`config.mk`:
```
export PLATFORM = sky130hd
export DESIGN_NAME = sram_cycle_ctrl
export DESIGN_NICKNAME = d
export VERILOG_FILES = /design/src/rtl/sram_ctrl_pkg.sv /design/src/rtl/sram_phase_timer.sv /design/src/rtl/sram_cycle_fsm.sv /design/src/rtl/sram_pin_driver.sv /design/src/rtl/sram_read_capture.sv /design/src/rtl/sram_cycle_ctrl.sv
export SDC_FILE = /design/constraint.sdc
export NUM_CORES = 1
export LEC_CHECK = 0
export ABC_AREA = 1
export ABC_CLOCK_PERIOD_IN_PS = 1800
export BUFFER_PORTS_ARGS = -buffer_cell sky130_fd_sc_hd__buf_2
export CAP_MARGIN = 20
export CORE_MARGIN = 5
export CORE_UTILIZATION = 47
export CTS_BUF_LIST = sky130_fd_sc_hd__clkbuf_16
export DETAILED_ROUTE_END_ITERATION = 8
export PLACE_DENSITY_LB_ADDON = 0.25
export SLEW_MARGIN = 20
export SYNTH_ARGS = -nofsm -noshare
export SYNTH_HDL_FRONTEND = slang
export SYNTH_SLANG_ARGS = --single-unit
```
`constraint.sdc`:
```
create_clock -name clk -period 1.8 [get_ports clk]
set_input_delay 0.27 -clock clk [delete_from_list [all_inputs] [get_ports clk]]
set_output_delay 0.27 -clock clk [all_outputs]
set_load 0.01 [all_outputs]
```
`src/rtl/sram_ctrl_pkg.sv`:
```
`timescale 1ns/1ps
// Shared types and helpers for the asynchronous SRAM cycle controller.
// Assumes all timing limits are given in picoseconds as positive integers.
package sram_ctrl_pkg;

    typedef enum logic [2:0] {
        PH_IDLE = 3'd0,   // chip deselected, ready for a request
        PH_STBY = 3'd1,   // low-power standby, active-high enable low
        PH_WSET = 3'd2,   // chip selected, address settling before strobe
        PH_WSTB = 3'd3,   // write strobe low, data driven
        PH_WHLD = 3'd4,   // strobe released, data held one cycle
        PH_READ = 3'd5    // chip and output enable asserted, waiting access
    } phase_e;

    typedef struct packed {
        logic cs_n;
        logic cs;
        logic oe_n;
        logic wr_n;
        logic dq_oe;
    } pins_t;

    // Whole cycles needed to cover t_ps, rounded up, never below one.
    function automatic int ceil_cycles(int t_ps, int clk_ps);
        int r;
        r = (t_ps + clk_ps - 1) / clk_ps;
        if (r < 1) r = 1;
        return r;
    endfunction

    function automatic int max2(int a, int b);
        return (a > b) ? a : b;
    endfunction

    // Memory control pin levels for each phase.
    function automatic pins_t pins_for(phase_e ph);
        pins_t p;
        p = '{cs_n: 1'b1, cs: 1'b1, oe_n: 1'b1, wr_n: 1'b1, dq_oe: 1'b0};
        case (ph)
            PH_STBY: p.cs = 1'b0;
            PH_WSET: p.cs_n = 1'b0;
            PH_WSTB: begin p.cs_n = 1'b0; p.wr_n = 1'b0; p.dq_oe = 1'b1; end
            PH_WHLD: begin p.cs_n = 1'b0; p.dq_oe = 1'b1; end
            PH_READ: begin p.cs_n = 1'b0; p.oe_n = 1'b0; end
            default: ;
        endcase
        return p;
    endfunction

endpackage

```
`src/rtl/sram_phase_timer.sv`:
```
`timescale 1ns/1ps
// Down-counter that times one phase of a memory cycle.
// Assumes: load is pulsed on phase entry with (cycles - 1); last is high
// in the final cycle of the phase.
module sram_phase_timer #(
    parameter int CNT_W = 4
) (
    input  logic             clk,
    input  logic             rst_n,
    input  logic             load,
    input  logic [CNT_W-1:0] load_val,
    output logic             last
);
    logic [CNT_W-1:0] cnt;

    // Reload on phase entry, otherwise count down to zero and stop.
    always_ff @(posedge clk) begin
        if (!rst_n)            cnt <= '0;
        else if (load)         cnt <= load_val;
        else if (cnt != '0)    cnt <= cnt - 1'b1;
    end

    assign last = (cnt == '0);
endmodule

```
`src/rtl/sram_cycle_fsm.sv`:
```
`timescale 1ns/1ps
// Phase sequencer: accepts requests, chooses write or read sequence,
// handles standby entry/exit and tells the timer how long each phase lasts.
// Assumes: timer 'last' refers to the current phase's final cycle.
module sram_cycle_fsm
    import sram_ctrl_pkg::*;
#(
    parameter int N_AS  = 1,
    parameter int N_WP  = 6,
    parameter int N_RD  = 10,
    parameter int CNT_W = 4
) (
    input  logic             clk,
    input  logic             rst_n,
    input  logic             req_valid,
    input  logic             req_write,
    input  logic             stby_req,
    input  logic             last,
    output phase_e           phase_nxt,
    output logic             req_ready,
    output logic             accept,
    output logic             capture,
    output logic             load,
    output logic [CNT_W-1:0] load_val
);
    phase_e phase;

    // Phase register.
    always_ff @(posedge clk) begin
        if (!rst_n) phase <= PH_IDLE;
        else        phase <= phase_nxt;
    end

    assign req_ready = (phase == PH_IDLE) || (phase == PH_STBY);
    assign accept    = req_ready && req_valid;
    assign capture   = (phase == PH_READ) && last;

    // Next-phase selection; a request always wins over standby.
    always_comb begin
        phase_nxt = phase;
        case (phase)
            PH_IDLE, PH_STBY: begin
                if (req_valid)                         phase_nxt = req_write ? PH_WSET : PH_READ;
                else if (phase == PH_IDLE && stby_req) phase_nxt = PH_STBY;
            end
            PH_WSET: if (last) phase_nxt = PH_WSTB;
            PH_WSTB: if (last) phase_nxt = PH_WHLD;
            PH_WHLD: phase_nxt = PH_IDLE;
            PH_READ: if (last) phase_nxt = PH_IDLE;
            default: phase_nxt = PH_IDLE;
        endcase
    end

    // Timer reload value for the phase being entered.
    always_comb begin
        load = (phase_nxt != phase);
        case (phase_nxt)
            PH_WSET: load_val = CNT_W'(N_AS - 1);
            PH_WSTB: load_val = CNT_W'(N_WP - 1);
            PH_READ: load_val = CNT_W'(N_RD - 1);
            default: load_val = '0;
        endcase
    end
endmodule

```
`src/rtl/sram_pin_driver.sv`:
```
`timescale 1ns/1ps
// Registers every memory-side output so the pins change only on clock edges.
// Assumes: 'accept' marks the edge on which the host request is taken.
module sram_pin_driver
    import sram_ctrl_pkg::*;
#(
    parameter int ADDR_W = 13,
    parameter int DATA_W = 8
) (
    input  logic              clk,
    input  logic              rst_n,
    input  phase_e            phase_nxt,
    input  logic              accept,
    input  logic [ADDR_W-1:0] req_addr,
    input  logic [DATA_W-1:0] req_wdata,
    output logic [ADDR_W-1:0] mem_addr,
    output logic [DATA_W-1:0] mem_dq_out,
    output pins_t             pins
);
    // Control pins follow the phase being entered.
    always_ff @(posedge clk) begin
        if (!rst_n) pins <= pins_for(PH_IDLE);
        else        pins <= pins_for(phase_nxt);
    end

    // Address and write byte are latched once per accepted request.
    always_ff @(posedge clk) begin
        if (!rst_n) begin
            mem_addr   <= '0;
            mem_dq_out <= '0;
        end else if (accept) begin
            mem_addr   <= req_addr;
            mem_dq_out <= req_wdata;
        end
    end
endmodule

```
`src/rtl/sram_read_capture.sv`:
```
`timescale 1ns/1ps
// Samples the memory data bus at the end of the read access window and
// presents it to the host with a one-cycle valid pulse.
// Assumes: 'capture' is high only in the last cycle of a read.
module sram_read_capture #(
    parameter int DATA_W = 8
) (
    input  logic              clk,
    input  logic              rst_n,
    input  logic              capture,
    input  logic [DATA_W-1:0] mem_dq_in,
    output logic              rd_valid,
    output logic [DATA_W-1:0] rd_data
);
    // Capture register and valid pulse.
    always_ff @(posedge clk) begin
        if (!rst_n) begin
            rd_valid <= 1'b0;
            rd_data  <= '0;
        end else begin
            rd_valid <= capture;
            if (capture) rd_data <= mem_dq_in;
        end
    end
endmodule

```
`src/rtl/sram_cycle_ctrl.sv`:
```
`timescale 1ns/1ps
// Top level: synchronous request port to asynchronous 8-bit SRAM cycles.
// Assumes: all *_PS limits and CLK_PS are in picoseconds; each limit is
// rounded up to whole clock cycles.
module sram_cycle_ctrl
    import sram_ctrl_pkg::*;
#(
    parameter int ADDR_W   = 13,
    parameter int DATA_W   = 8,
    parameter int CLK_PS   = 5000,
    parameter int T_AS_PS  = 5000,    // address setup before strobe fall
    parameter int T_WP_PS  = 25000,   // strobe low width
    parameter int T_DS_PS  = 30000,   // data setup before strobe rise
    parameter int T_ACC_PS = 50000,   // access from address / chip enable
    parameter int T_OE_PS  = 15000    // access from output enable
) (
    input  logic              clk,
    input  logic              rst_n,
    input  logic              req_valid,
    output logic              req_ready,
    input  logic              req_write,
    input  logic [ADDR_W-1:0] req_addr,
    input  logic [DATA_W-1:0] req_wdata,
    output logic              rd_valid,
    output logic [DATA_W-1:0] rd_data,
    input  logic              stby_req,
    output logic [ADDR_W-1:0] mem_addr,
    output logic              mem_cs_n,
    output logic              mem_cs,
    output logic              mem_oe_n,
    output logic              mem_wr_n,
    output logic [DATA_W-1:0] mem_dq_out,
    output logic              mem_dq_oe,
    input  logic [DATA_W-1:0] mem_dq_in
);
    localparam int N_AS  = ceil_cycles(T_AS_PS, CLK_PS);
    localparam int N_WP  = max2(ceil_cycles(T_WP_PS, CLK_PS), ceil_cycles(T_DS_PS, CLK_PS));
    localparam int N_RD  = max2(ceil_cycles(T_ACC_PS, CLK_PS), ceil_cycles(T_OE_PS, CLK_PS));
    localparam int N_MAX = max2(N_AS, max2(N_WP, N_RD));
    localparam int CNT_W = (N_MAX > 1) ? $clog2(N_MAX) : 1;

    phase_e           phase_nxt;
    logic             accept;
    logic             capture;
    logic             load;
    logic [CNT_W-1:0] load_val;
    logic             last;
    pins_t            pins;

    sram_cycle_fsm #(
        .N_AS(N_AS), .N_WP(N_WP), .N_RD(N_RD), .CNT_W(CNT_W)
    ) fsm_i (
        .clk(clk), .rst_n(rst_n), .req_valid(req_valid), .req_write(req_write),
        .stby_req(stby_req), .last(last), .phase_nxt(phase_nxt),
        .req_ready(req_ready), .accept(accept), .capture(capture),
        .load(load), .load_val(load_val)
    );

    sram_phase_timer #(.CNT_W(CNT_W)) timer_i (
        .clk(clk), .rst_n(rst_n), .load(load), .load_val(load_val), .last(last)
    );

    sram_pin_driver #(.ADDR_W(ADDR_W), .DATA_W(DATA_W)) pins_i (
        .clk(clk), .rst_n(rst_n), .phase_nxt(phase_nxt), .accept(accept),
        .req_addr(req_addr), .req_wdata(req_wdata), .mem_addr(mem_addr),
        .mem_dq_out(mem_dq_out), .pins(pins)
    );

    sram_read_capture #(.DATA_W(DATA_W)) rcap_i (
        .clk(clk), .rst_n(rst_n), .capture(capture), .mem_dq_in(mem_dq_in),
        .rd_valid(rd_valid), .rd_data(rd_data)
    );

    assign mem_cs_n  = pins.cs_n;
    assign mem_cs    = pins.cs;
    assign mem_oe_n  = pins.oe_n;
    assign mem_wr_n  = pins.wr_n;
    assign mem_dq_oe = pins.dq_oe;
endmodule

```
Word-level counts from Yosys, hierarchy flattened
Cells that the tools add are included.
- bits in registers: 42
- latch bits: 0
- bits in writable memories: 0
- bits in read-only memories: 0
- output and inout bits: 36
- word-level logic and storage cells: 48
- memories: 0
- $add $sub $neg: 1
- $mul: 0
- div/mod/pow operators: 0
- magnitude comparators: 0
- equal/unequal tests: 10
- shifts and indexed selects: 0
- mux-type cells: 15
- bitwise gates (word level): 0
- reduce and logical (&&, ||, !) cells: 11
- operators by type and width (kind ; count):
    $mux 3 ; 6
    $eq 3x2->1 const B ; 4
    $pmux 3 s4 ; 1
    $eq 3x3->1 const B ; 3
    $mux 4 ; 2
    $pmux 4 s2 ; 1
    $eq 3x1->1 const B ; 2
    $mux 1 ; 5
    $logic_not 4->1 ; 1
    $reduce_bool 4->1 ; 1
    $reduce_or 2->1 ; 2
    $reduce_or 4->1 ; 1
    $sub 4x1->4 const B ; 1
    $logic_and 1x1->1 ; 3
    $logic_not 3->1 ; 1
    $ne 3x3->1 ; 1
    $reduce_bool 2->1 ; 1
    $logic_or 1x1->1 ; 1

Logic depth before layout (Yosys ltp)
- depth in word-level cells: 8
- mapped depth: 12
- gate-level depth less buffers: 12

Modules after synthesis
From an unflattened synthesis, not the netlist that was laid out.
- cells, all modules: 257
- area total of the unflattened synthesis: 1853.0 um^2
- by module, submodules not included (module ; times used ; cells each ; area an instance (um^2) ; seq. area each (um^2)):
    sram_pin_driver ; 1 ; 113 ; 924.6 ; 520.5
    sram_read_capture ; 1 ; 54 ; 375.4 ; 180.2
    sram_cycle_fsm ; 1 ; 50 ; 305.3 ; 60.1
    sram_phase_timer ; 1 ; 40 ; 247.7 ; 80.1

Worst setup path after synthesis
OpenSTA, ideal clock, no wires.
- path type: reg-to-reg
- start point: register timer_i.cnt[0]
- end point: register timer_i.cnt[0]
- arrival: 1466 ps
- data required time: 1689 ps
- slack: 223 ps
- cell stages (with the launch flop): 12
- path buffers: 0
- cells stage by stage: dfxtp_1 > inv_1 > ha_1 > nand2_1 > nor2_2 > nand2_1 > a31oi_1 > nor2_4 > nand3_2 > nand2_1 > nor2_1 > nor2_1
- cells in the longest elaborated chain, start to end: 6
- RTL lines (what ; line ; RTL):
    start, declared ; sram_phase_timer.sv:14 ; logic [CNT_W-1:0] cnt;
    start signal, assigned ; sram_phase_timer.sv:19 ; else if (load) cnt <= load_val;
    start signal, assigned ; sram_phase_timer.sv:20 ; else if (cnt != '0) cnt <= cnt - 1'b1;
    $logic_not 4->1 ; sram_phase_timer.sv:23 ; assign last = (cnt == '0);
    $mux 3, on equally long branches ; sram_cycle_fsm.sv:49, sram_cycle_fsm.sv:46, sram_cycle_fsm.sv:47 ;
    $pmux 3 s4 ; sram_cycle_fsm.sv:41 ; case (phase)
    $eq 3x3->1 / $eq 3x2->1 (equally long branches) ; sram_cycle_fsm.sv:57 ; case (phase_nxt)
    $pmux 4 s2 ; sram_cycle_fsm.sv:57 ;
    $mux 4 ; sram_phase_timer.sv:19 ;
Several ways; a longest one is shown, not always the timed one. The select of a mux whose other input is x is not followed.
A chain may end at the register's enable or synchronous reset.

Worst setup path in the final report
Same ends and word-level chain as after synthesis.

==> impl_metrics.csv <==
group,metric,value,unit
routing,dr.first_iter.drc_count,117,
logic_synthesis,synthSimpleGateAreaFrac,0.2894,
logic_synthesis,synth_fa_ha_area_frac,0.007496,
place,gp_congestion,0.7451,
global_route,first_global_vias,1486,
layout,layout_commonest_cell,"buf_2",
setup_path,crit_top_cell,"nor2_1",
setup_path,crit_required,1970,ps
sta,period_needed,1684,ps
routing,via_per_inst,4.657,
die,initial_core_util,0.4924,
sta,period_share,0.9354,
global_route,grt_pass1_wl,6617,µm
layout,fill_cells,312,
sta,finalHoldViolCount,0,
layout,final_cell_mix,"buf_2 (69), nor2_1 (68), dfxtp_1 (42)",
power,netSwitchingPower,0.7550,mW
logic_synthesis,yosysTopAreaCellShare,0.5037,
layout,fin_nets,330,
power,swShare,0.2827,
logic_synthesis,muxShareOfSynthArea,0,
die,num_rows,21,
routing,antenna_left,0,
logic_synthesis,synthesis.area,1669,µm²
clock_tree,numClockSinks,42,
global_route,overflow,0,
run,drv_cap,0,
power,combPwrFrac,0.236,
sta,skew,3.105,ps
layout,insertedDiodeCount,0,
setup_path,path_cells,"inv_1 > ha_2 > nand2_1 > nor2_2 > nor2_1 > a31oi_2 > nor2_4 > nand3_2 > nand2_1 > nor2_1 > nor2_1",
clock_tree,cts_buffers,5,
logic_synthesis,synth_compound_area_frac,0.1259,
power,internal-power,1.916,mW
logic_synthesis,syn_inst,222,
clock_tree,clk_latency,280,ps
setup_path,crit_type,"flop to flop",
die,die_x,69.59,µm
power,power.density,1187,nW/µm²
power,clockPowerShare,0.360,
power,ir_drop,0.6161,mV
global_route,grt_max_degree,25,
clock_tree,clkTransAtPathRegs,60,ps
logic_synthesis,synth_area_per_cell,7.518,µm²
power,p_leak,1.143,nW
setup_path,cp_max_fo,5,
hold_path,min_path_type,"input pin to flop",
logic_synthesis,synth-seq-area-share,0.5037,
die,io_pins,70,
clock_tree,clockBufferDepth,2,
sta,setup-violations-final,0,
logic_synthesis,synth_top_family_by_area,"simple AND/OR/NAND/NOR gates",
logic_synthesis,synth_top_cells_by_area,"dfxtp_1 (50%), nor2_1 (16%), o21ai_0 (9.6%), nand2_1 (3.8%), inv_1 (3.6%)",
routing,post_drt_wl_per_cell,11.55,µm
clock_tree,cts_max_level,2,
place,port_buffers,69,
die,dieHeight,69.59,µm
setup_path,start_kind,"flop",
clock_tree,cts_hold_buf,0,
setup_path,crit_arrival,1860,ps
sta,drv_slew,0,
clock_tree,cts_tree,"built",
sta,maxSlewHeadroom,0.7445,
layout,syn2layout_area_growth,34.86,%
routing,dr_total_vias,1588,
clock_tree,clock-root-buffer,"clkbuf_16",
logic_synthesis,syn_nets,257,
routing,drc,0,
setup_path,cpPeakStageDelay,300,ps
hold_path,worstHoldPathCells,3,
place,dp_hpwl,2854,µm
setup_path,worstSetupEndpointType,"flop",
logic_synthesis,synth_area_leader_cell,"dfxtp_1",
run_status,status,"completed",
routing,drt-total-wl,3939,µm
logic_synthesis,synthXorXnorAreaFrac,0.01049,
logic_synthesis,yosys_warnings,0,
power,p_seq_frac,0.404,
die,die_area,4843,µm²
sta,tightestPinTransition,383.3,ps
setup_path,crit_slowest_cell,"dfxtp_1",
logic_synthesis,synth.distinct_cells,21,
global_route,grt_usage,0.1681,
die,core_area,3390,µm²
setup_path,r2r_cells,11,
logic_synthesis,synth.ff_latch_count,42,
sta,setup_tns,0,ps
sta,max_freq,0.5939,GHz
global_route,antenna_found_initial,0,
layout,finish.utilization,0.6641,
layout,drive_above_1_share,0.3458,
routing,first_pass_iters,4,
power by group through the flow:
stage                     sequential (mW)  clock (mW)  combinational (mW)
after detailed placement             1.10           0               0.613
after global routing                 1.09        1.04               0.706
after CTS                            1.08       0.982               0.618
after global placement               1.09           0               0.606
final                                1.08       0.962               0.631
after floorplan                      1.13           0               0.379
critical path: cells and delay by family, from the launching register on:
family | cells | cell delay [ps]
DFF | 1 | 300
buffers and inverters | 1 | 100
AOI/OAI and AO/OA | 1 | 230
adders and majority gates | 1 | 220
and+or+nand+nor | 8 | 730
metrics by stage:
stage	hold WS (ps)	cell area [µm²]	total power, mW	setup slack (ps)	cells
after CTS	212.1	2235	2.679	45.86	341
after global placement	456.5	2076	1.700	211.0	334
after floorplan	404.9	1669	1.507	222.8	222
after detailed placement	468.1	2076	1.710	146.3	334
final	216.0	2251	2.671	116.3	341
after global routing	212.8	2251	2.834	-5.753	341
layout make-up:
| type | count | area, µm² | share of cell area |
|---|---|---|---|
| well taps | 46 | 57.56 | 0.02557 |
| flip-flops and latches | 42 | 840.8 | 0.3735 |
| clock inverters | 2 | 33.78 | 0.01501 |
| inverters | 19 | 71.32 | 0.03168 |
| multi-input cells | 153 | 739.5 | 0.3285 |
| repair buffers | 74 | 382.9 | 0.1701 |
| clock buffers | 5 | 125.1 | 0.05559 |
metal layers:
layer / vias up / routed length [µm] / GRT usage
met5: - / 0 / 0
met4: 0 / 69 / 0.07158
met1: 681 / 1729 / 0.2005
li1: 846 / - / -
met3: 8 / 322 / 0.06377
met2: 53 / 1818 / 0.2691
cells in the mapped netlist:
master,instances
nor2_1,69
dfxtp_1,42
o21ai_0,32
nand2_1,17
inv_1,16
nand3_1,11
clkbuf_1,5
nand2_2,5
nor2_2,4
buf_2,3
inv_2,3
o21ai_2,3
a21oi_1,2
nand3_2,2
nor2_4,2
a31oi_1,1
ha_1,1
nand4_1,1
o31ai_1,1
xnor2_1,1
xor2_1,1
cell families (layout without fill, tap and decap cells):
family / after synthesis / in the layout
AND/OR/NAND/NOR: 111 / 111
AO/OA/AOI/OAI: 39 / 39
flip-flops: 42 / 42
buffers and inverters: 27 / 100
adder cells (fa/ha/maj): 1 / 1
XOR/XNOR: 2 / 2
registers in the layout, summed over array words and instances (netlist names):
signal             count
pins_i.mem_addr       13
pins_i.mem_dq_out      8
rcap_i.rd_data         8
pins_i.pins            5
timer_i.cnt            4
fsm_i.phase            3
rcap_i.rd_valid        1
worst paths after layout:
check                                                      from                               to  slack (ps)
worst max register to register      timer_i.cnt[0]$_SDFFE_PN0P_      timer_i.cnt[0]$_SDFFE_PN0P_         120
worst min-delay path                               mem_dq_in[1]   rcap_i.rd_data[1]$_SDFFE_PN0P_         220
worst min register to register  pins_i.mem_addr[2]$_SDFFE_PN0P_  pins_i.mem_addr[2]$_SDFFE_PN0P_         480
worst max-delay path                timer_i.cnt[0]$_SDFFE_PN0P_      timer_i.cnt[0]$_SDFFE_PN0P_         120
timing repair:
action / CTS / global route
setup endpoints to repair: 0 / 3
setup buffers: 0 / 0
gates resized for setup: 0 / 4
Note: power is estimated with default switching activity, not from simulation.
